$ cat src/rtl/i2ct_pkg.sv
package i2ct_pkg;
  localparam int REG_W = 16;
  localparam int BYTE_W = 8;

  typedef enum logic [2:0] {
    PH_IDLE,
    PH_RX,
    PH_ACK,
    PH_TX,
    PH_TXACK
  } phase_t;

  // Address byte carries the 7-bit target address above the direction bit.
  function automatic logic addr_hit(input logic [7:0] b, input logic [6:0] a7);
    return b[7:1] == a7;
  endfunction

  // Byte sent next in a read: low half after the high half, and back again.
  function automatic logic [7:0] tx_pick(input logic [REG_W-1:0] w, input logic low_half);
    return low_half ? w[7:0] : w[15:8];
  endfunction
endpackage

$ cat src/rtl/i2ct_bus_sampler.sv
module i2ct_bus_sampler #(
  parameter int SYNC_STAGES = 2
) (
  input  logic clk,
  input  logic rst_n,
  input  logic scl_i,
  input  logic sda_i,
  output logic sda_s,
  output logic scl_rise,
  output logic scl_fall,
  output logic start_det,
  output logic stop_det
);
  logic [SYNC_STAGES-1:0] scl_ff, sda_ff;
  logic scl_q, sda_q, scl_s;

  always_ff @(posedge clk or negedge rst_n) begin
    if (!rst_n) begin
      scl_ff <= '1;
      sda_ff <= '1;
      scl_q  <= 1'b1;
      sda_q  <= 1'b1;
    end else begin
      scl_ff <= {scl_ff[SYNC_STAGES-2:0], scl_i};
      sda_ff <= {sda_ff[SYNC_STAGES-2:0], sda_i};
      scl_q  <= scl_s;
      sda_q  <= sda_s;
    end
  end

  assign scl_s     = scl_ff[SYNC_STAGES-1];
  assign sda_s     = sda_ff[SYNC_STAGES-1];
  assign scl_rise  = scl_s & ~scl_q;
  assign scl_fall  = ~scl_s & scl_q;
  assign start_det = scl_s & scl_q & sda_q & ~sda_s;
  assign stop_det  = scl_s & scl_q & ~sda_q & sda_s;
endmodule

$ cat src/rtl/i2ct_reg_bank.sv
module i2ct_reg_bank
  import i2ct_pkg::*;
#(
  parameter logic [REG_W-1:0] CONV_RST = 16'h0000,
  parameter logic [REG_W-1:0] CFG_RST  = 16'h8583,
  parameter logic [REG_W-1:0] LO_RST   = 16'h8000,
  parameter logic [REG_W-1:0] HI_RST   = 16'h7FFF
) (
  input  logic                  clk,
  input  logic                  rst_n,
  input  logic                  wr_en_i,
  input  logic [1:0]            wr_sel_i,
  input  logic [REG_W-1:0]      wr_data_i,
  input  logic                  conv_load_i,
  input  logic [REG_W-1:0]      conv_data_i,
  output logic [3:0][REG_W-1:0] regs_o
);
  localparam logic [3:0][REG_W-1:0] RST_VALS = {HI_RST, LO_RST, CFG_RST, CONV_RST};

  logic [REG_W-1:0] regs_q [4];

  for (genvar i = 0; i < 4; i++) begin : g_reg
    if (i == 0) begin : g_conv
      always_ff @(posedge clk or negedge rst_n) begin
        if (!rst_n)           regs_q[i] <= RST_VALS[i];
        else if (conv_load_i) regs_q[i] <= conv_data_i;
      end
      AST_CONV_BUS_IMMUNE: assert property (@(posedge clk) disable iff (!rst_n)
        !conv_load_i |=> $stable(regs_o[0]));
    end else begin : g_bus
      always_ff @(posedge clk or negedge rst_n) begin
        if (!rst_n)                                   regs_q[i] <= RST_VALS[i];
        else if (wr_en_i && wr_sel_i == 2'(i))        regs_q[i] <= wr_data_i;
      end
    end
    assign regs_o[i] = regs_q[i];
  end

  AST_WRITE_LANDS: assert property (@(posedge clk) disable iff (!rst_n)
    wr_en_i && wr_sel_i != 2'd0 |=> regs_o[$past(wr_sel_i)] == $past(wr_data_i));
endmodule

$ cat src/rtl/i2ct_link.sv
module i2ct_link
  import i2ct_pkg::*;
#(
  parameter logic [6:0] ADDR7 = 7'h48
) (
  input  logic             clk,
  input  logic             rst_n,
  input  logic             sda_s,
  input  logic             scl_rise,
  input  logic             scl_fall,
  input  logic             start_det,
  input  logic             stop_det,
  input  logic [REG_W-1:0] rd_word_i,
  output logic             sda_oe_o,
  output logic [1:0]       ptr_o,
  output logic             wr_en_o,
  output logic [REG_W-1:0] wr_data_o
);
  phase_t           ph;
  logic [3:0]       bitcnt;
  logic [7:0]       sh;
  logic [2:0]       bidx;
  logic             rw;
  logic [7:0]       msb_hold;
  logic [REG_W-1:0] tx_word;
  logic             tx_low;
  logic             ack_ok;
  logic             oe;
  logic [7:0]       nxt_byte;

  assign nxt_byte = tx_pick(tx_word, ~tx_low);

  always_ff @(posedge clk or negedge rst_n) begin
    if (!rst_n) begin
      ph <= PH_IDLE; bitcnt <= '0; sh <= '0; bidx <= '0; rw <= 1'b0;
      msb_hold <= '0; tx_word <= '0; tx_low <= 1'b0; ack_ok <= 1'b0;
      oe <= 1'b0; ptr_o <= '0; wr_en_o <= 1'b0; wr_data_o <= '0;
    end else begin
      wr_en_o <= 1'b0;
      if (stop_det) begin
        ph <= PH_IDLE;
        oe <= 1'b0;
      end else if (start_det) begin
        ph     <= PH_RX;
        bitcnt <= '0;
        bidx   <= '0;
        oe     <= 1'b0;
      end else begin
        unique case (ph)
          PH_RX: begin
            if (scl_rise && bitcnt < 4'd8) begin
              sh     <= {sh[6:0], sda_s};
              bitcnt <= bitcnt + 4'd1;
            end else if (scl_fall && bitcnt == 4'd8) begin
              bitcnt <= '0;
              if (bidx == 3'd0) begin
                if (addr_hit(sh, ADDR7)) begin
                  rw      <= sh[0];
                  oe      <= 1'b1;
                  ph      <= PH_ACK;
                  tx_word <= rd_word_i;
                end else begin
                  ph <= PH_IDLE;
                end
              end else begin
                oe <= 1'b1;
                ph <= PH_ACK;
                if (bidx == 3'd1) ptr_o <= sh[1:0];
                if (bidx == 3'd2) msb_hold <= sh;
                if (bidx == 3'd3) begin
                  wr_en_o   <= (ptr_o != 2'd0);
                  wr_data_o <= {msb_hold, sh};
                end
              end
            end
          end
          PH_ACK: begin
            if (scl_fall) begin
              if (rw && bidx == 3'd0) begin
                oe     <= ~tx_word[15];
                sh     <= {tx_word[14:8], 1'b0};
                bitcnt <= 4'd1;
                tx_low <= 1'b0;
                ph     <= PH_TX;
              end else begin
                oe <= 1'b0;
                ph <= PH_RX;
                if (bidx != 3'd4) bidx <= bidx + 3'd1;
              end
            end
          end
          PH_TX: begin
            if (scl_fall) begin
              if (bitcnt < 4'd8) begin
                oe     <= ~sh[7];
                sh     <= {sh[6:0], 1'b0};
                bitcnt <= bitcnt + 4'd1;
              end else begin
                oe     <= 1'b0;
                ack_ok <= 1'b0;
                ph     <= PH_TXACK;
              end
            end
          end
          PH_TXACK: begin
            if (scl_rise) begin
              ack_ok <= ~sda_s;
            end else if (scl_fall) begin
              if (ack_ok) begin
                oe     <= ~nxt_byte[7];
                sh     <= {nxt_byte[6:0], 1'b0};
                bitcnt <= 4'd1;
                tx_low <= ~tx_low;
                ph     <= PH_TX;
              end else begin
                ph <= PH_IDLE;
              end
            end
          end
          default: ;
        endcase
      end
    end
  end

  assign sda_oe_o = oe;

  AST_IDLE_QUIET: assert property (@(posedge clk) disable iff (!rst_n)
    ph == PH_IDLE |-> !sda_oe_o);
  AST_STOP_RELEASES: assert property (@(posedge clk) disable iff (!rst_n)
    stop_det |=> (ph == PH_IDLE && !sda_oe_o));
  AST_START_REARMS: assert property (@(posedge clk) disable iff (!rst_n)
    start_det && !stop_det |=> (ph == PH_RX && bidx == 3'd0 && !sda_oe_o));
  AST_OE_AFTER_FALL: assert property (@(posedge clk) disable iff (!rst_n)
    !$stable(sda_oe_o) |-> $past(scl_fall || start_det || stop_det));
  AST_NACK_ENDS_TX: assert property (@(posedge clk) disable iff (!rst_n)
    (ph == PH_TXACK && scl_fall && !ack_ok && !start_det && !stop_det) |=> ph == PH_IDLE);
endmodule

$ cat src/rtl/i2c_ptr_target.sv
module i2c_ptr_target
  import i2ct_pkg::*;
#(
  parameter logic [6:0]       ADDR7       = 7'h48,
  parameter int               SYNC_STAGES = 2,
  parameter logic [REG_W-1:0] CONV_RST    = 16'h0000,
  parameter logic [REG_W-1:0] CFG_RST     = 16'h8583,
  parameter logic [REG_W-1:0] LO_RST      = 16'h8000,
  parameter logic [REG_W-1:0] HI_RST      = 16'h7FFF
) (
  input  logic             clk,
  input  logic             rst_n,
  input  logic             scl_i,
  input  logic             sda_i,
  output logic             sda_oe_o,
  input  logic             conv_load_i,
  input  logic [REG_W-1:0] conv_data_i,
  output logic [REG_W-1:0] conv_o,
  output logic [REG_W-1:0] cfg_o,
  output logic [REG_W-1:0] lo_thr_o,
  output logic [REG_W-1:0] hi_thr_o,
  output logic             wr_stb_o,
  output logic [1:0]       wr_sel_o
);
  logic                  sda_s, scl_rise, scl_fall, start_det, stop_det;
  logic [1:0]            ptr;
  logic                  wr_en;
  logic [REG_W-1:0]      wr_data;
  logic [3:0][REG_W-1:0] regs;

  i2ct_bus_sampler #(.SYNC_STAGES(SYNC_STAGES)) u_smp (
    .clk, .rst_n, .scl_i, .sda_i, .sda_s, .scl_rise, .scl_fall, .start_det, .stop_det
  );

  i2ct_link #(.ADDR7(ADDR7)) u_link (
    .clk, .rst_n, .sda_s, .scl_rise, .scl_fall, .start_det, .stop_det,
    .rd_word_i(regs[ptr]), .sda_oe_o, .ptr_o(ptr), .wr_en_o(wr_en), .wr_data_o(wr_data)
  );

  i2ct_reg_bank #(
    .CONV_RST(CONV_RST), .CFG_RST(CFG_RST), .LO_RST(LO_RST), .HI_RST(HI_RST)
  ) u_bank (
    .clk, .rst_n, .wr_en_i(wr_en), .wr_sel_i(ptr), .wr_data_i(wr_data),
    .conv_load_i, .conv_data_i, .regs_o(regs)
  );

  assign conv_o   = regs[0];
  assign cfg_o    = regs[1];
  assign lo_thr_o = regs[2];
  assign hi_thr_o = regs[3];
  assign wr_stb_o = wr_en;
  assign wr_sel_o = ptr;
endmodule

$ cat config.mk
export PLATFORM = sky130hd
export DESIGN_NAME = i2c_ptr_target
export DESIGN_NICKNAME = d
export VERILOG_FILES = /design/src/rtl/i2ct_pkg.sv /design/src/rtl/i2ct_bus_sampler.sv /design/src/rtl/i2ct_reg_bank.sv /design/src/rtl/i2ct_link.sv /design/src/rtl/i2c_ptr_target.sv
export SDC_FILE = /design/constraint.sdc
export NUM_CORES = 1
export LEC_CHECK = 0
export BUFFER_PORTS_ARGS = -buffer_cell sky130_fd_sc_hd__buf_4
export CORE_ASPECT_RATIO = 1.1
export CORE_MARGIN = 2
export CORE_UTILIZATION = 51
export CTS_CLUSTER_DIAMETER = 150
export DETAILED_ROUTE_END_ITERATION = 16
export PLACE_DENSITY = 0.73
export REMOVE_ABC_BUFFERS = 1
export SETUP_SLACK_MARGIN = 0.15
export SYNTH_ARGS = -nofsm -noshare
export SYNTH_HDL_FRONTEND = slang
export SYNTH_HIERARCHICAL = 1
export SYNTH_SLANG_ARGS = --single-unit
$ cat constraint.sdc
create_clock -name clk -period 3.6 [get_ports clk]
set_input_delay 1.08 -clock clk [delete_from_list [all_inputs] [get_ports clk]]
set_output_delay 1.08 -clock clk [all_outputs]
set_load 0.02 [all_outputs]
# Word-level counts from Yosys, hierarchy flattened
# Index checks and enable logic that the tools add are counted.
# totals
reg_bits	135
# op_classes
addsub	2
magnitude_cmp	2
eq_ne	41
muxes	73
bitwise	19
reduce_logical	27
# op_table
operator	n
$mux W8	9
$mux W3	14
$mux W4	10
$bmux W16 S2	1
$pmux W8 S4	1
$mux W1	28
$reduce_and A7 Y1	4
$ne A4 B3 Y1 const B	5
$ne A3 B2 Y1 const B	6
$mux W16	1
$ne A2 B1 Y1 const B	8
$pmux W4 S4	1
$reduce_and A8 Y1	2
$eq A3 B2 Y1 const B	4
$ne A4 B4 Y1 const B	3
$not A1 Y1	12
$pmux W3 S4	1
$reduce_bool A2 Y1	6
$reduce_and A11 Y1	1
$reduce_and A10 Y1	1
$reduce_and A9 Y1	1
$mux W2	4
$and A1 B1 Y1	7
$eq A7 B7 Y1 const B	1
other kinds (22)	33

# Longest topological paths before layout
# Gate-level depths: netlist (run 1).
# logic_depth
ltp_word	8
depth_mapped	8

# By module
# Netlist (run 1), hierarchy kept.
# modules_own_cells
mod	n_inst	cells_per_inst	area_per_inst_um2
i2ct_link	1	293	3448.3
i2ct_reg_bank	1	136	2563.7
i2c_ptr_target	1	20	424.2
i2ct_bus_sampler	1	10	190.2

# Worst setup path after synthesis (run 1)
# OpenSTA, ideal clock, no wires.
# synth_path
kind	flip-flop to flip-flop
from	reg u_smp.scl_q
to	reg u_link.wr_data_o[0]
setup_time_ns	0.125
arrival_time_ns	2.407
required_ns	3.475
path_slack_ns	1.068
path_stages_with_launch	9
synth_period_minus_slack_ns	2.532
cell_sequence	dfstp_2 nor2b_1 clkbuf_1 nand4b_1 or4_4 or3b_1 buf_6 buf_6 mux2_4
# synth_between
elab_cells_between_ends	14
# synth_lines
item	line_no	text
start: declaration	i2ct_bus_sampler.sv:15	logic scl_q, sda_q, scl_s;
start signal: assignment	i2ct_bus_sampler.sv:26	scl_q <= scl_s;
$and A1 B1 Y1	i2ct_bus_sampler.sv:34	assign scl_fall = ~scl_s & scl_q;
named net scl_fall	i2c_ptr_target.sv:25	logic sda_s, scl_rise, scl_fall, start_det, stop_det;
$logic_and A1 B1 Y1	i2ct_link.sv:54	end else if (scl_fall && bitcnt == 4'd8) begin
$reduce_and A7 Y1 (no line)	-	
end signal: assignment	i2ct_link.sv:72	wr_data_o <= {msb_hold, sh};
end: declaration	i2ct_link.sv:17	output logic [REG_W-1:0] wr_data_o
# The timed path passes the listed nets, and every way through them passes these cells.
# A chain may end at the register's enable or synchronous reset.

# Worst setup path in the final report (run 1)
# layout_path
from	reg u_smp.scl_q
to	reg u_link.wr_data_o[7]
# The elaborated chain is that of the path after synthesis.

==> flow_metrics.env, run 1 <==
export IMPL_num_io_pins=89
export IMPL_antenna_cells=0
export IMPL_setup_worst_path_start_class="flop"
export IMPL_critical_path_max_stage_delay_ps=760
export IMPL_timing_hold_worst_path_depth=0
export IMPL_dp_cells=689
export IMPL_startpoint="u_smp/scl_q$_DFF_PN1_"
export IMPL_worst_ep_required_time_ps=3890
export IMPL_mappedNetlistArea_um2=6630
export IMPL_drt_vias_per_instance=6.02
export IMPL_tritoncts="done"
export IMPL_design_core_area_um2=12600
export IMPL_cts_reportedPaths_clkPinSlew_ps=60
export IMPL_timing_hold_violations_final=0
export IMPL_tritoncts_num_buffers=17
export IMPL_post_layout_instance_area_um2=7970
export IMPL_cpLargestDelayFamily="simple AND/OR/NAND/NOR gates"
export IMPL_synth_seq_area_share_pct=51.5
export IMPL_yosysWarningCount=6
export IMPL_pwr_share_comb_pct=8.7
export IMPL_timing_hold_worst_class="reg2reg"
export IMPL_timing_limited_maximum_frequency_mhz=354
export IMPL_final_layout_size_suffix_gt1_share_pct=52.5
export IMPL_postSynthCellCount=459
export IMPL_ff2ff_path_depth=6
export IMPL_global_route_usage_total_pct=22.7
export IMPL_crit_buf_inv=1
export IMPL_chip_width_um=113
export IMPL_initial_core_utilization_pct=52.4
export IMPL_io_buffer_count=88
export IMPL_max_vdd_drop_mv=0.282
export IMPL_grt_start_max_net_pins=81
export IMPL_post_layout_power_mw=3.62
export IMPL_synthFlopType="sky130_fd_sc_hd__dfrtp_1"
export IMPL_cp_num_cells=6
export IMPL_final_cell_count_without_fillers=721
export IMPL_fin_util_pct=63.0
export IMPL_antenna_violating_nets_post_route=0
export IMPL_numClockSinks=135
export IMPL_setup_violations_final=0
export IMPL_antenna_found_initial=0
export IMPL_hpwlAfterDp_um=9960
export IMPL_placement_rows=43
export IMPL_cts_path_max_buffers=2
export IMPL_rsz0062_at_grt="no"
export IMPL_critPathSlowestCell="sky130_fd_sc_hd__or3b_1"
export IMPL_pwr_share_seq_pct=45.9
export IMPL_postRouteWirelength_um=14900
export IMPL_synth_ff_latch_count=135
export IMPL_number_of_nets_in_the_final_layout=579
export IMPL_fp_dieH_um=124
export IMPL_detailed_place_area_um2=7410
export IMPL_pwr_share_clk_pct=45.3
export IMPL_path_max_fanout=17
export IMPL_flow_area_growth_from_synthesis_pct=20.3
export IMPL_maxSlewViolCount=0
export IMPL_worstMarginPinSlew_ps=992
export IMPL_drt_first_pass_iters=4
export IMPL_worst_slew_margin_rel_pct=33.4
export IMPL_cts_htree_levels=4
export IMPL_synth_edf_count=0
export IMPL_drc=0
export IMPL_synthesis_area_per_instance_um2=14.4
export IMPL_ys_async_sr_fraction_pct=100
export IMPL_worstPathCellList="nor2b_1, buf_4, nand4b_1, or4_4, or3b_1, mux2_4"
export IMPL_die_area_um2=13900
export IMPL_routability_driven_placement_congestion_ratio=0.837
export IMPL_overflow=0
export IMPL_reg2reg_to="u_link/wr_data_o[7]$_DFFE_PN0P_"
export IMPL_power_switching_share_pct=23.9
export IMPL_ctsHoldBuffers=0
export IMPL_cp_end_kind="flop"
export IMPL_post_drt_wl_per_cell_um=20.7
export IMPL_post_synth_num_cell_types=61
export IMPL_outcome="completed"
export IMPL_ff2ff_setup_slack_ps=780
export IMPL_net_switching_power_uw=868
export IMPL_wire_length_of_the_first_global_routing_pass_um=24500
export IMPL_fin_crit_sh_pct=78.5
export IMPL_leakagePower_nw=3.93
export IMPL_hold_path_endpoint="u_smp/scl_ff[1]$_DFF_PN1_"
export IMPL_worstPathArrival_ps=3120
export IMPL_intPower_mw=2.76
export IMPL_final_setup_tns_ps=0
export IMPL_critical_path_class="reg2reg"
export IMPL_clkLatencyLatePin_ps=420
export IMPL_vias_in_the_first_global_route=4548
export IMPL_post_cts_resized=0
export IMPL_cts_post_setup_buffers_inserted=0
export IMPL_via_count=4342
export IMPL_layout_min_cycle_time_ps=2820
export IMPL_cts_root_buf="sky130_fd_sc_hd__clkbuf_16"
export IMPL_power_density_cell_area_nw_per_um2=455
export IMPL_fin_skew_ps=15.7
export IMPL_drt_first_iter_violations=270
export IMPL_min_delay_start="u_smp/scl_ff[0]$_DFF_PN1_"
export IMPL_number_of_violations_of_the_max_capacitance_limit=0
export IMPL_critical_path_reg2reg_startpoint="u_smp/scl_q$_DFF_PN1_"
[placed cells by master, fill, tap and decap left out, types with 6 or more instances in the layout]
cell,Yosys,layout
sky130_fd_sc_hd__clkbuf_16,0,17
sky130_fd_sc_hd__nor2b_1,8,8
sky130_fd_sc_hd__dfstp_2,28,28
sky130_fd_sc_hd__o21ai_0,13,13
sky130_fd_sc_hd__a22oi_1,9,9
sky130_fd_sc_hd__mux4_1,6,6
sky130_fd_sc_hd__clkinv_2,0,6
sky130_fd_sc_hd__nor2_1,15,15
sky130_fd_sc_hd__a221o_1,9,9
sky130_fd_sc_hd__nand2_1,11,11
sky130_fd_sc_hd__inv_1,8,8
sky130_fd_sc_hd__mux2_4,47,47
sky130_fd_sc_hd__ha_1,7,7
sky130_fd_sc_hd__mux2_2,68,68
sky130_fd_sc_hd__mux4_2,10,10
sky130_fd_sc_hd__a221oi_1,7,7
sky130_fd_sc_hd__dfrtp_1,107,107
sky130_fd_sc_hd__buf_4,1,100
sky130_fd_sc_hd__a21oi_1,15,15
[cell usage after synthesis, types with 2 or more instances]
library cell | number | area share [%]
sky130_fd_sc_hd__inv_1 | 8 | 0.45
sky130_fd_sc_hd__nand2b_1 | 4 | 0.38
sky130_fd_sc_hd__dfstp_2 | 28 | 11
sky130_fd_sc_hd__nand3_1 | 3 | 0.23
sky130_fd_sc_hd__mux2_2 | 68 | 12
sky130_fd_sc_hd__o21ai_0 | 13 | 0.98
sky130_fd_sc_hd__or4b_1 | 2 | 0.30
sky130_fd_sc_hd__nand2_1 | 11 | 0.62
sky130_fd_sc_hd__ha_1 | 7 | 1.3
sky130_fd_sc_hd__and3_1 | 4 | 0.38
sky130_fd_sc_hd__o41ai_1 | 3 | 0.40
sky130_fd_sc_hd__nor2b_1 | 8 | 0.76
sky130_fd_sc_hd__nand4b_1 | 2 | 0.26
sky130_fd_sc_hd__nor3_1 | 3 | 0.23
sky130_fd_sc_hd__nor2_1 | 15 | 0.85
sky130_fd_sc_hd__mux2_4 | 47 | 11
sky130_fd_sc_hd__clkbuf_1 | 11 | 0.62
sky130_fd_sc_hd__a22oi_1 | 9 | 1.0
sky130_fd_sc_hd__dfrtp_1 | 107 | 40
sky130_fd_sc_hd__nor3b_1 | 3 | 0.34
sky130_fd_sc_hd__nand3b_4 | 2 | 0.60
sky130_fd_sc_hd__mux2i_1 | 3 | 0.45
sky130_fd_sc_hd__buf_6 | 8 | 1.4
sky130_fd_sc_hd__mux4_2 | 10 | 3.4
sky130_fd_sc_hd__o211ai_1 | 2 | 0.23
sky130_fd_sc_hd__o2bb2ai_1 | 2 | 0.26
sky130_fd_sc_hd__buf_2 | 7 | 0.53
sky130_fd_sc_hd__or3b_2 | 2 | 0.26
sky130_fd_sc_hd__a21oi_1 | 15 | 1.1
sky130_fd_sc_hd__mux4_1 | 6 | 2.4
sky130_fd_sc_hd__a221o_1 | 9 | 1.4
sky130_fd_sc_hd__and4b_1 | 2 | 0.30
sky130_fd_sc_hd__a221oi_1 | 7 | 0.93
[power by group through the flow]
stage	clock (mW)	combinational, mW	sequential [mW]
after detailed placement	0	0.319	1.69
after floorplan	0	0.164	1.69
after global routing	1.74	0.345	1.67
after global placement	0	0.312	1.68
after CTS	1.67	0.321	1.66
final	1.64	0.317	1.66
[cell families after synthesis]
| logic type | after synthesis | synth area share (%) |
|---|---|---|
| AND/OR/NAND/NOR | 73 | 7.38 |
| flip-flops | 135 | 51.5 |
| multiplexers | 134 | 28.4 |
| adder cells (fa/ha/maj) | 7 | 1.32 |
| AO/OA/AOI/OAI | 72 | 7.86 |
| buffers and inverters | 38 | 3.49 |
[state kept, by name, summed over array words and instances, names as in the netlist]
name and cells:
u_link/ph 3, u_link/wr_en_o 1, u_smp/sda_ff 2, u_bank/regs_o 64, u_link/tx_low 1, u_link/ack_ok 1, u_link/bitcnt 4, u_link/bidx 3
u_link/rw 1, u_smp/scl_q 1, u_link/ptr_o 2, u_smp/scl_ff 2, u_link/msb_hold 8, u_link/sda_oe_o 1, u_link/sh 8, u_smp/sda_q 1
u_link/wr_data_o 16, u_link/tx_word 16
[how the worst max path moves through the flow]
stage | end | slack, ps
after floorplan | u_link/msb_hold[0]$_DFFE_PN0P_ | 920
after global placement | u_link/wr_data_o[3]$_DFFE_PN0P_ | 840
after detailed placement | u_link/wr_data_o[0]$_DFFE_PN0P_ | 820
after CTS | u_link/wr_data_o[14]$_DFFE_PN0P_ | 780
after global routing | u_link/wr_data_o[8]$_DFFE_PN0P_ | 660
final | u_link/wr_data_o[7]$_DFFE_PN0P_ | 780
[final cells by class]
class	count	area (um2)
clock buffers	23	488
clock inverters	9	75.1
fillers	915	4670
inverters	9	33.8
multi-input cells	286	2980
flip-flops and latches	135	3410
well taps	157	196
repair buffers	102	782
[metal layers]
metal  GRT usage (%)  routed length [um]
met1            29.7                6300
met3            5.39                 629
met5               0                   0
met4            6.94                 155
met2            38.1                7810
[stage by stage]
stage	worst slack [ps]	hold slack, ps
2_1_floorplan	920	345
3_3_place_gp	837	352
3_5_place_dp	820	351
4_1_cts	783	355
5_1_grt	657	357
6_report	776	361
Note: power is estimated with default switching activity, not from simulation.
==> run 2, diff against run 1 <==
--- a/config.mk
+++ b/config.mk
@@ -5,6 +5,7 @@
 export SDC_FILE = /design/constraint.sdc
 export NUM_CORES = 1
 export LEC_CHECK = 0
+export ABC_AREA = 1
 export BUFFER_PORTS_ARGS = -buffer_cell sky130_fd_sc_hd__buf_4
 export CORE_ASPECT_RATIO = 1.1
 export CORE_MARGIN = 2
==> constraint.sdc (replaced) <==
create_clock -name clk -period 2.8 [get_ports clk]
set_input_delay 0.84 -clock clk [delete_from_list [all_inputs] [get_ports clk]]
set_output_delay 0.84 -clock clk [all_outputs]
set_load 0.02 [all_outputs]
==> flow_metrics.env, run 2 <==
export IMPL_drt_first_iter_violations=661
export IMPL_drt_vias_per_instance=5.23
export IMPL_path_max_fanout=23
export IMPL_layout_cells_most_common="sky130_fd_sc_hd__nand2_1"
export IMPL_overflow=0
export IMPL_timing_hold_worst_class="reg2reg"
export IMPL_ys_async_sr_fraction_pct=100
export IMPL_number_of_nets_in_the_final_layout=1031
export IMPL_worst_ep_required_time_ps=3090
export IMPL_fin_crit_sh_pct=84.8
export IMPL_flow_area_growth_from_synthesis_pct=18.5
export IMPL_drc=0
export IMPL_cts_root_buf="sky130_fd_sc_hd__clkbuf_16"
export IMPL_synth_ff_latch_count=135
export IMPL_wire_length_of_the_first_global_routing_pass_um=30000
export IMPL_global_routing_met2_resource_utilization_pct=39.0
export IMPL_outcome="completed"
export IMPL_reg2reg_to="u_link/wr_data_o[5]$_DFFE_PN0P_"
export IMPL_postSynthCellCount=927
export IMPL_yosysWarningCount=6
export IMPL_numClockSinks=135
export IMPL_tritoncts="done"
export IMPL_setup_violations_final=0
export IMPL_clkLatencyLatePin_ps=420
export IMPL_hpwlAfterDp_um=12700
export IMPL_largest_reg_flops=64
export IMPL_cts_path_max_buffers=2
export IMPL_worst_slew_margin_rel_pct=59.0
export IMPL_tritoncts_num_buffers=17
export IMPL_die_area_um2=14900
export IMPL_gr_usage_met1_pct=37.6
export IMPL_max_vdd_drop_mv=0.359
export IMPL_timing_hold_worst_path_depth=0
export IMPL_final_layout_size_suffix_gt1_share_pct=18.6
export IMPL_synth_edf_count=0
export IMPL_num_fill_cells=1253
export IMPL_drt_first_pass_iters=6
export IMPL_global_route_usage_total_pct=26.2
export IMPL_rsz0062_at_grt="no"
export IMPL_post_cts_resized=0
export IMPL_fin_skew_ps=8.76
export IMPL_layout_min_cycle_time_ps=2380
export IMPL_yosys_area_top_type_share_pct=37.6
export IMPL_cell_with_the_most_instances_after_synthesis="sky130_fd_sc_hd__nand2_1"
export IMPL_synthesis_area_per_instance_um2=7.68
export IMPL_timing_limited_maximum_frequency_mhz=421
export IMPL_startpoint="u_smp/scl_q$_DFF_PN1_"
export IMPL_worstMarginPinSlew_ps=615
export IMPL_synth_top_cells_by_count="352 x sky130_fd_sc_hd__nand2_1, 120 x sky130_fd_sc_hd__inv_1, 107 x sky130_fd_sc_hd__dfrtp_1"
export IMPL_ff2ff_path_depth=8
export IMPL_num_io_pins=89
export IMPL_cts_reportedPaths_clkPinSlew_ps=60
export IMPL_power_density_cell_area_nw_per_um2=584
export IMPL_critical_path_reg2reg_startpoint="u_smp/scl_q$_DFF_PN1_"
export IMPL_final_cell_mix="352 x sky130_fd_sc_hd__nand2_1, 120 x sky130_fd_sc_hd__inv_1, 105 x sky130_fd_sc_hd__dfrtp_1, 99 x sky130_fd_sc_hd__buf_4, 78 x sky130_fd_sc_hd__nand3_1"
export IMPL_initial_core_utilization_pct=51.8
export IMPL_mappedNetlistArea_um2=7120
export IMPL_yosysTopAreaCell="sky130_fd_sc_hd__dfrtp_1"
export IMPL_vias_in_the_first_global_route=5789
export IMPL_chip_width_um=117
export IMPL_io_buffer_count=88
export IMPL_cp_end_kind="flop"
export IMPL_grt_start_max_net_pins=52
export IMPL_antenna_cells=0
export IMPL_maxSlewViolCount=0
export IMPL_setup_worst_path_start_class="flop"
export IMPL_post_layout_instance_area_um2=8440
export IMPL_cell_types_occupying_the_most_area_after_synthesis="sky130_fd_sc_hd__dfrtp_1 38%, sky130_fd_sc_hd__nand2_1 19%, sky130_fd_sc_hd__dfstp_2 10%"
export IMPL_fp_dieH_um=128
export IMPL_postRouteWirelength_um=18800
export IMPL_cts_htree_levels=4
export IMPL_ff2ff_setup_slack_ps=420
export IMPL_dp_cells=1172
export IMPL_post_synth_num_cell_types=36
export IMPL_antenna_found_initial=0
export IMPL_placement_rows=45
export IMPL_detailed_place_area_um2=7800
export IMPL_final_cell_count_without_fillers=1204
export IMPL_hold_path_endpoint="u_smp/sda_ff[1]$_DFF_PN1_"
export IMPL_number_of_violations_of_the_max_capacitance_limit=0
export IMPL_cts_post_setup_buffers_inserted=0
export IMPL_via_count=6291
export IMPL_grt_busiest_layer="met2"
export IMPL_final_setup_tns_ps=0
export IMPL_timing_hold_violations_final=0
export IMPL_routability_driven_placement_congestion_ratio=0.914
export IMPL_post_drt_wl_per_cell_um=15.6
export IMPL_synthFlopType="sky130_fd_sc_hd__dfrtp_1"
export IMPL_antenna_violating_nets_post_route=0
export IMPL_critical_path_class="reg2reg"
export IMPL_synth_seq_area_share_pct=47.9
export IMPL_leakagePower_nw=4.41
export IMPL_use_met3_pct=5.82
export IMPL_worstPathArrival_ps=2670
export IMPL_ctsHoldBuffers=0
export IMPL_min_delay_start="u_smp/sda_ff[0]$_DFF_PN1_"
export IMPL_design_core_area_um2=13700
-- run 2: changes by cell type after synthesis, moves of 10 or more --
cell                      change
sky130_fd_sc_hd__o21ai_1     +23
sky130_fd_sc_hd__nand4_1     +48
sky130_fd_sc_hd__inv_1      +112
sky130_fd_sc_hd__mux2_4      -47
sky130_fd_sc_hd__nor2_1      +24
sky130_fd_sc_hd__nand2_1    +341
sky130_fd_sc_hd__o21ai_0     +20
sky130_fd_sc_hd__mux4_2      -10
sky130_fd_sc_hd__nand3_1     +75
sky130_fd_sc_hd__mux2_2      -68
sky130_fd_sc_hd__buf_2       +13
-- run 2: through the flow --
stage | utilization, % | setup WS (ps) | power (mW) | hold slack [ps]
floorplan | - | -60.7 | 2.34 | 345
global placement | 56.8 | 584 | 2.52 | 346
detailed placement | 56.8 | 496 | 2.53 | 348
CTS | 61.4 | 455 | 4.97 | 356
global route | 61.4 | 214 | 5.11 | 357
finish | 61.4 | 425 | 4.93 | 354
-- run 2: per-layer routing --
| metal | vias up | share of wire, % |
|---|---|---|
| li1 | 3080 | - |
| met2 | 222 | 46 |
| met5 | - | 0 |
| met3 | 28 | 6.3 |
| met4 | 0 | 2.6 |
| met1 | 2961 | 45 |
-- run 2: layout make-up --
class                      count  area, um2  share of cell area [%]
clock buffer                  18        429                    5.09
clock inverter                14        206                    2.45
inverter                     127        487                    5.77
multi-input combinational    621       2880                    34.1
sequential                   135       3420                    40.5
tap                          188        235                    2.79
timing repair buffer         101        783                    9.28
-- run 2: kinds of logic after synthesis --
kind of cell / Yosys count / share of synthesized area, %
AOI/OAI and AO/OA: 71 / 5.17
and+or+nand+nor: 541 / 33.8
adders and majority gates: 7 / 1.23
DFF: 135 / 47.9
buffers and inverters: 171 / 11.6
xor gates and xnor gates: 2 / 0.246
-- run 2: worst max-delay path by stage --
stage / to / slack (ps) / cells after the start
4_1_cts: u_link/wr_data_o[5]$_DFFE_PN0P_ / 450 / 8
3_5_place_dp: u_link/wr_data_o[5]$_DFFE_PN0P_ / 500 / 8
3_3_place_gp: u_link/wr_data_o[5]$_DFFE_PN0P_ / 580 / 8
5_1_grt: u_link/wr_data_o[5]$_DFFE_PN0P_ / 210 / 7
2_1_floorplan: u_link/wr_data_o[5]$_DFFE_PN0P_ / -60 / 9
6_report: u_link/wr_data_o[5]$_DFFE_PN0P_ / 420 / 8
-- run 2: worst max-delay path: stages, from the launching register on --
cell,delay (ps)
sky130_fd_sc_hd__dfstp_2,530
sky130_fd_sc_hd__inv_1,40
sky130_fd_sc_hd__nor2_1,430
sky130_fd_sc_hd__nand4_4,250
sky130_fd_sc_hd__nor2_2,410
sky130_fd_sc_hd__nand2_1,160
sky130_fd_sc_hd__buf_4,240
sky130_fd_sc_hd__nand2_1,80
sky130_fd_sc_hd__o21ai_0,90
-- run 2: power by group --
part           internal [mW]  total [mW]  switching, mW
registers               2.02        2.09         0.0653
logic                  0.145       0.414          0.269
clock network           1.57        2.43          0.854
==> run 3, diff against run 2 <==
==> constraint.sdc (replaced) <==
create_clock -name clk -period 2.4 [get_ports clk]
set_input_delay 0.72 -clock clk [delete_from_list [all_inputs] [get_ports clk]]
set_output_delay 0.72 -clock clk [all_outputs]
set_load 0.02 [all_outputs]
==> flow_metrics.env, run 3 (synthesized netlist as in run 2, its figures left out) <==
export IMPL_pwr_share_comb_pct=9.1
export IMPL_reg2reg_to="u_link/bitcnt[1]$_DFFE_PN0P_"
export IMPL_ff2ff_path_depth=11
export IMPL_power_switching_share_pct=25.1
export IMPL_antenna_cells=0
export IMPL_leakagePower_nw=4.39
export IMPL_chip_width_um=117
export IMPL_tritoncts_num_buffers=17
export IMPL_setup_violations_final=0
export IMPL_ff2ff_setup_slack_ps=380
export IMPL_design_core_area_um2=13700
export IMPL_fp_dieH_um=128
export IMPL_grt_start_max_net_pins=59
export IMPL_cts_root_buf="sky130_fd_sc_hd__clkbuf_16"
export IMPL_post_layout_instance_area_um2=8400
export IMPL_vias_in_the_first_global_route=5831
export IMPL_num_io_pins=89
export IMPL_timing_hold_violations_final=0
export IMPL_number_of_violations_of_the_max_capacitance_limit=0
export IMPL_gr_usage_met1_pct=38.0
export IMPL_final_layout_size_suffix_gt1_share_pct=18.9
export IMPL_worstMarginPinSlew_ps=776
export IMPL_net_switching_power_mw=1.36
export IMPL_number_of_nets_in_the_final_layout=1034
export IMPL_clkLatencyLatePin_ps=420
export IMPL_antenna_found_initial=0
export IMPL_worst_slew_margin_rel_pct=48.1
export IMPL_cp_end_kind="flop"
export IMPL_grt_busiest_layer="met2"
export IMPL_final_setup_tns_ps=0
export IMPL_cts_htree_levels=4
export IMPL_layout_min_cycle_time_ps=2020
export IMPL_drt_vias_per_instance=5.23
export IMPL_use_met3_pct=5.30
export IMPL_fin_crit_sh_pct=84.3
export IMPL_multi_input_area_um2=2890
export IMPL_postRouteWirelength_um=18700
export IMPL_hpwlAfterDp_um=12800
export IMPL_drt_first_pass_iters=5
export IMPL_detailed_place_area_um2=7830
export IMPL_numClockSinks=135
export IMPL_critical_path_reg2reg_startpoint="u_smp/scl_ff[1]$_DFF_PN1_"
export IMPL_via_count=6308
export IMPL_intPower_mw=4.06
export IMPL_antenna_violating_nets_post_route=0
export IMPL_timing_hold_worst_class="in2async"
export IMPL_pwr_share_clk_pct=45.9
export IMPL_worst_ep_required_time_ps=2710
export IMPL_flow_area_growth_from_synthesis_pct=18.0
export IMPL_ctsHoldBuffers=0
export IMPL_fin_skew_ps=9.32
export IMPL_die_area_um2=14900
export IMPL_overflow=0
export IMPL_timing_limited_maximum_frequency_mhz=494
export IMPL_startpoint="u_smp/scl_ff[1]$_DFF_PN1_"
export IMPL_maxSlewViolCount=0
export IMPL_pwr_share_seq_pct=45.0
export IMPL_largest_reg_flops=64
export IMPL_rsz0062_at_grt="no"
export IMPL_register_area_um2=3420
export IMPL_setup_worst_path_start_class="flop"
export IMPL_drc=0
export IMPL_drt_first_iter_violations=518
export IMPL_cts_path_max_buffers=2
export IMPL_tritoncts="done"
export IMPL_placement_rows=45
export IMPL_initial_core_utilization_pct=51.8
export IMPL_io_buffer_count=88
export IMPL_routability_driven_placement_congestion_ratio=0.874
export IMPL_cts_reportedPaths_clkPinSlew_ps=50
export IMPL_global_routing_met2_resource_utilization_pct=40.4
export IMPL_path_max_fanout=7
export IMPL_post_drt_wl_per_cell_um=15.5
export IMPL_worstPathArrival_ps=2330
export IMPL_global_route_usage_total_pct=26.3
export IMPL_layout_cells_most_common="sky130_fd_sc_hd__nand2_1"
export IMPL_outcome="completed"
export IMPL_power_density_cell_area_nw_per_um2=646
export IMPL_wire_length_of_the_first_global_routing_pass_um=30200
export IMPL_max_vdd_drop_mv=0.471
export IMPL_critical_path_class="reg2reg"
export IMPL_final_cell_mix="352 x sky130_fd_sc_hd__nand2_1, 120 x sky130_fd_sc_hd__inv_1, 105 x sky130_fd_sc_hd__dfrtp_1, 102 x sky130_fd_sc_hd__buf_4, 78 x sky130_fd_sc_hd__nand3_1"
export IMPL_num_fill_cells=1281
[run 3: cell count changes in the layout (fill, tap and decap cells not counted)]
cell                        delta
sky130_fd_sc_hd__bufinv_16     -4
sky130_fd_sc_hd__clkbuf_8      +4
sky130_fd_sc_hd__buf_4         +3
sky130_fd_sc_hd__clkbuf_1      +3
sky130_fd_sc_hd__clkinv_2      -3
sky130_fd_sc_hd__nor2_1        -3
sky130_fd_sc_hd__nor2_2        +3
sky130_fd_sc_hd__clkinv_4      +1
sky130_fd_sc_hd__inv_6         -1
sky130_fd_sc_hd__o21ai_1       -1
sky130_fd_sc_hd__o21ai_2       +1
[run 3: cell type report]
class	instances	area share [%]
flip-flops and latches	135	40.6
multi-input cells	621	34.4
repair buffers	104	9.59
clock buffers	25	5.90
inverters	127	5.79
well taps	188	2.80
clock inverters	7	0.849
[run 3: how the worst max path moves through the flow]
stage | end | slack (ps) | cells after the start
6_report | u_link/bitcnt[1]$_DFFE_PN0P_ | 380 | 11
5_1_grt | u_link/bitcnt[0]$_DFFE_PN0P_ | 170 | 11
4_1_cts | u_link/bitcnt[1]$_DFFE_PN0P_ | 270 | 11
3_5_place_dp | u_link/bitcnt[1]$_DFFE_PN0P_ | 290 | 11
3_3_place_gp | u_link/bitcnt[1]$_DFFE_PN0P_ | 260 | 11
2_1_floorplan | u_link/wr_data_o[5]$_DFFE_PN0P_ | -460 | 9
[run 3: per-layer routing]
layer	routed length (um)	up-vias
met1	8450	2975
li1	-	3083
met2	8720	229
met5	0	-
met3	1170	21
met4	333	0
[run 3: metrics by stage]
stage | power, mW | cells | worst slack, ps | hold slack (ps) | utilization, %
after floorplan | 2.72 | 883 | -461 | 345 | -
after global placement | 2.97 | 1175 | 258 | 348 | 57.0
after detailed placement | 2.98 | 1175 | 293 | 349 | 57.0
after CTS | 5.47 | 1207 | 274 | 244 | 61.1
after global routing | 5.64 | 1207 | 174 | 263 | 61.2
final | 5.43 | 1207 | 377 | 240 | 61.2
[run 3: what timing repair did]
item,in CTS,in global routing
gates resized for setup,0,4
buffers inserted,0,0
endpoints found under the setup margin,0,7
[run 3: power by group through the flow]
stage          registers [mW]  logic [mW]  clock network [mW]
6_report                 2.44       0.495                2.49
5_1_grt                  2.45       0.557                2.63
4_1_cts                  2.44       0.498                2.53
3_5_place_dp             2.48       0.496                   0
3_3_place_gp             2.48       0.490                   0
2_1_floorplan            2.50       0.229                   0
[run 3: critical path, cell delays in order, from the launching register on]
cell,delay [ps]
sky130_fd_sc_hd__dfstp_2,550
sky130_fd_sc_hd__nand2_1,90
sky130_fd_sc_hd__nor2_2,240
sky130_fd_sc_hd__inv_1,210
sky130_fd_sc_hd__nand2_1,150
sky130_fd_sc_hd__nor2_1,60
sky130_fd_sc_hd__nor2_1,90
sky130_fd_sc_hd__nand2_1,70
sky130_fd_sc_hd__nor2_2,190
sky130_fd_sc_hd__nand2_1,130
sky130_fd_sc_hd__nand2_1,80
sky130_fd_sc_hd__nand2_1,50
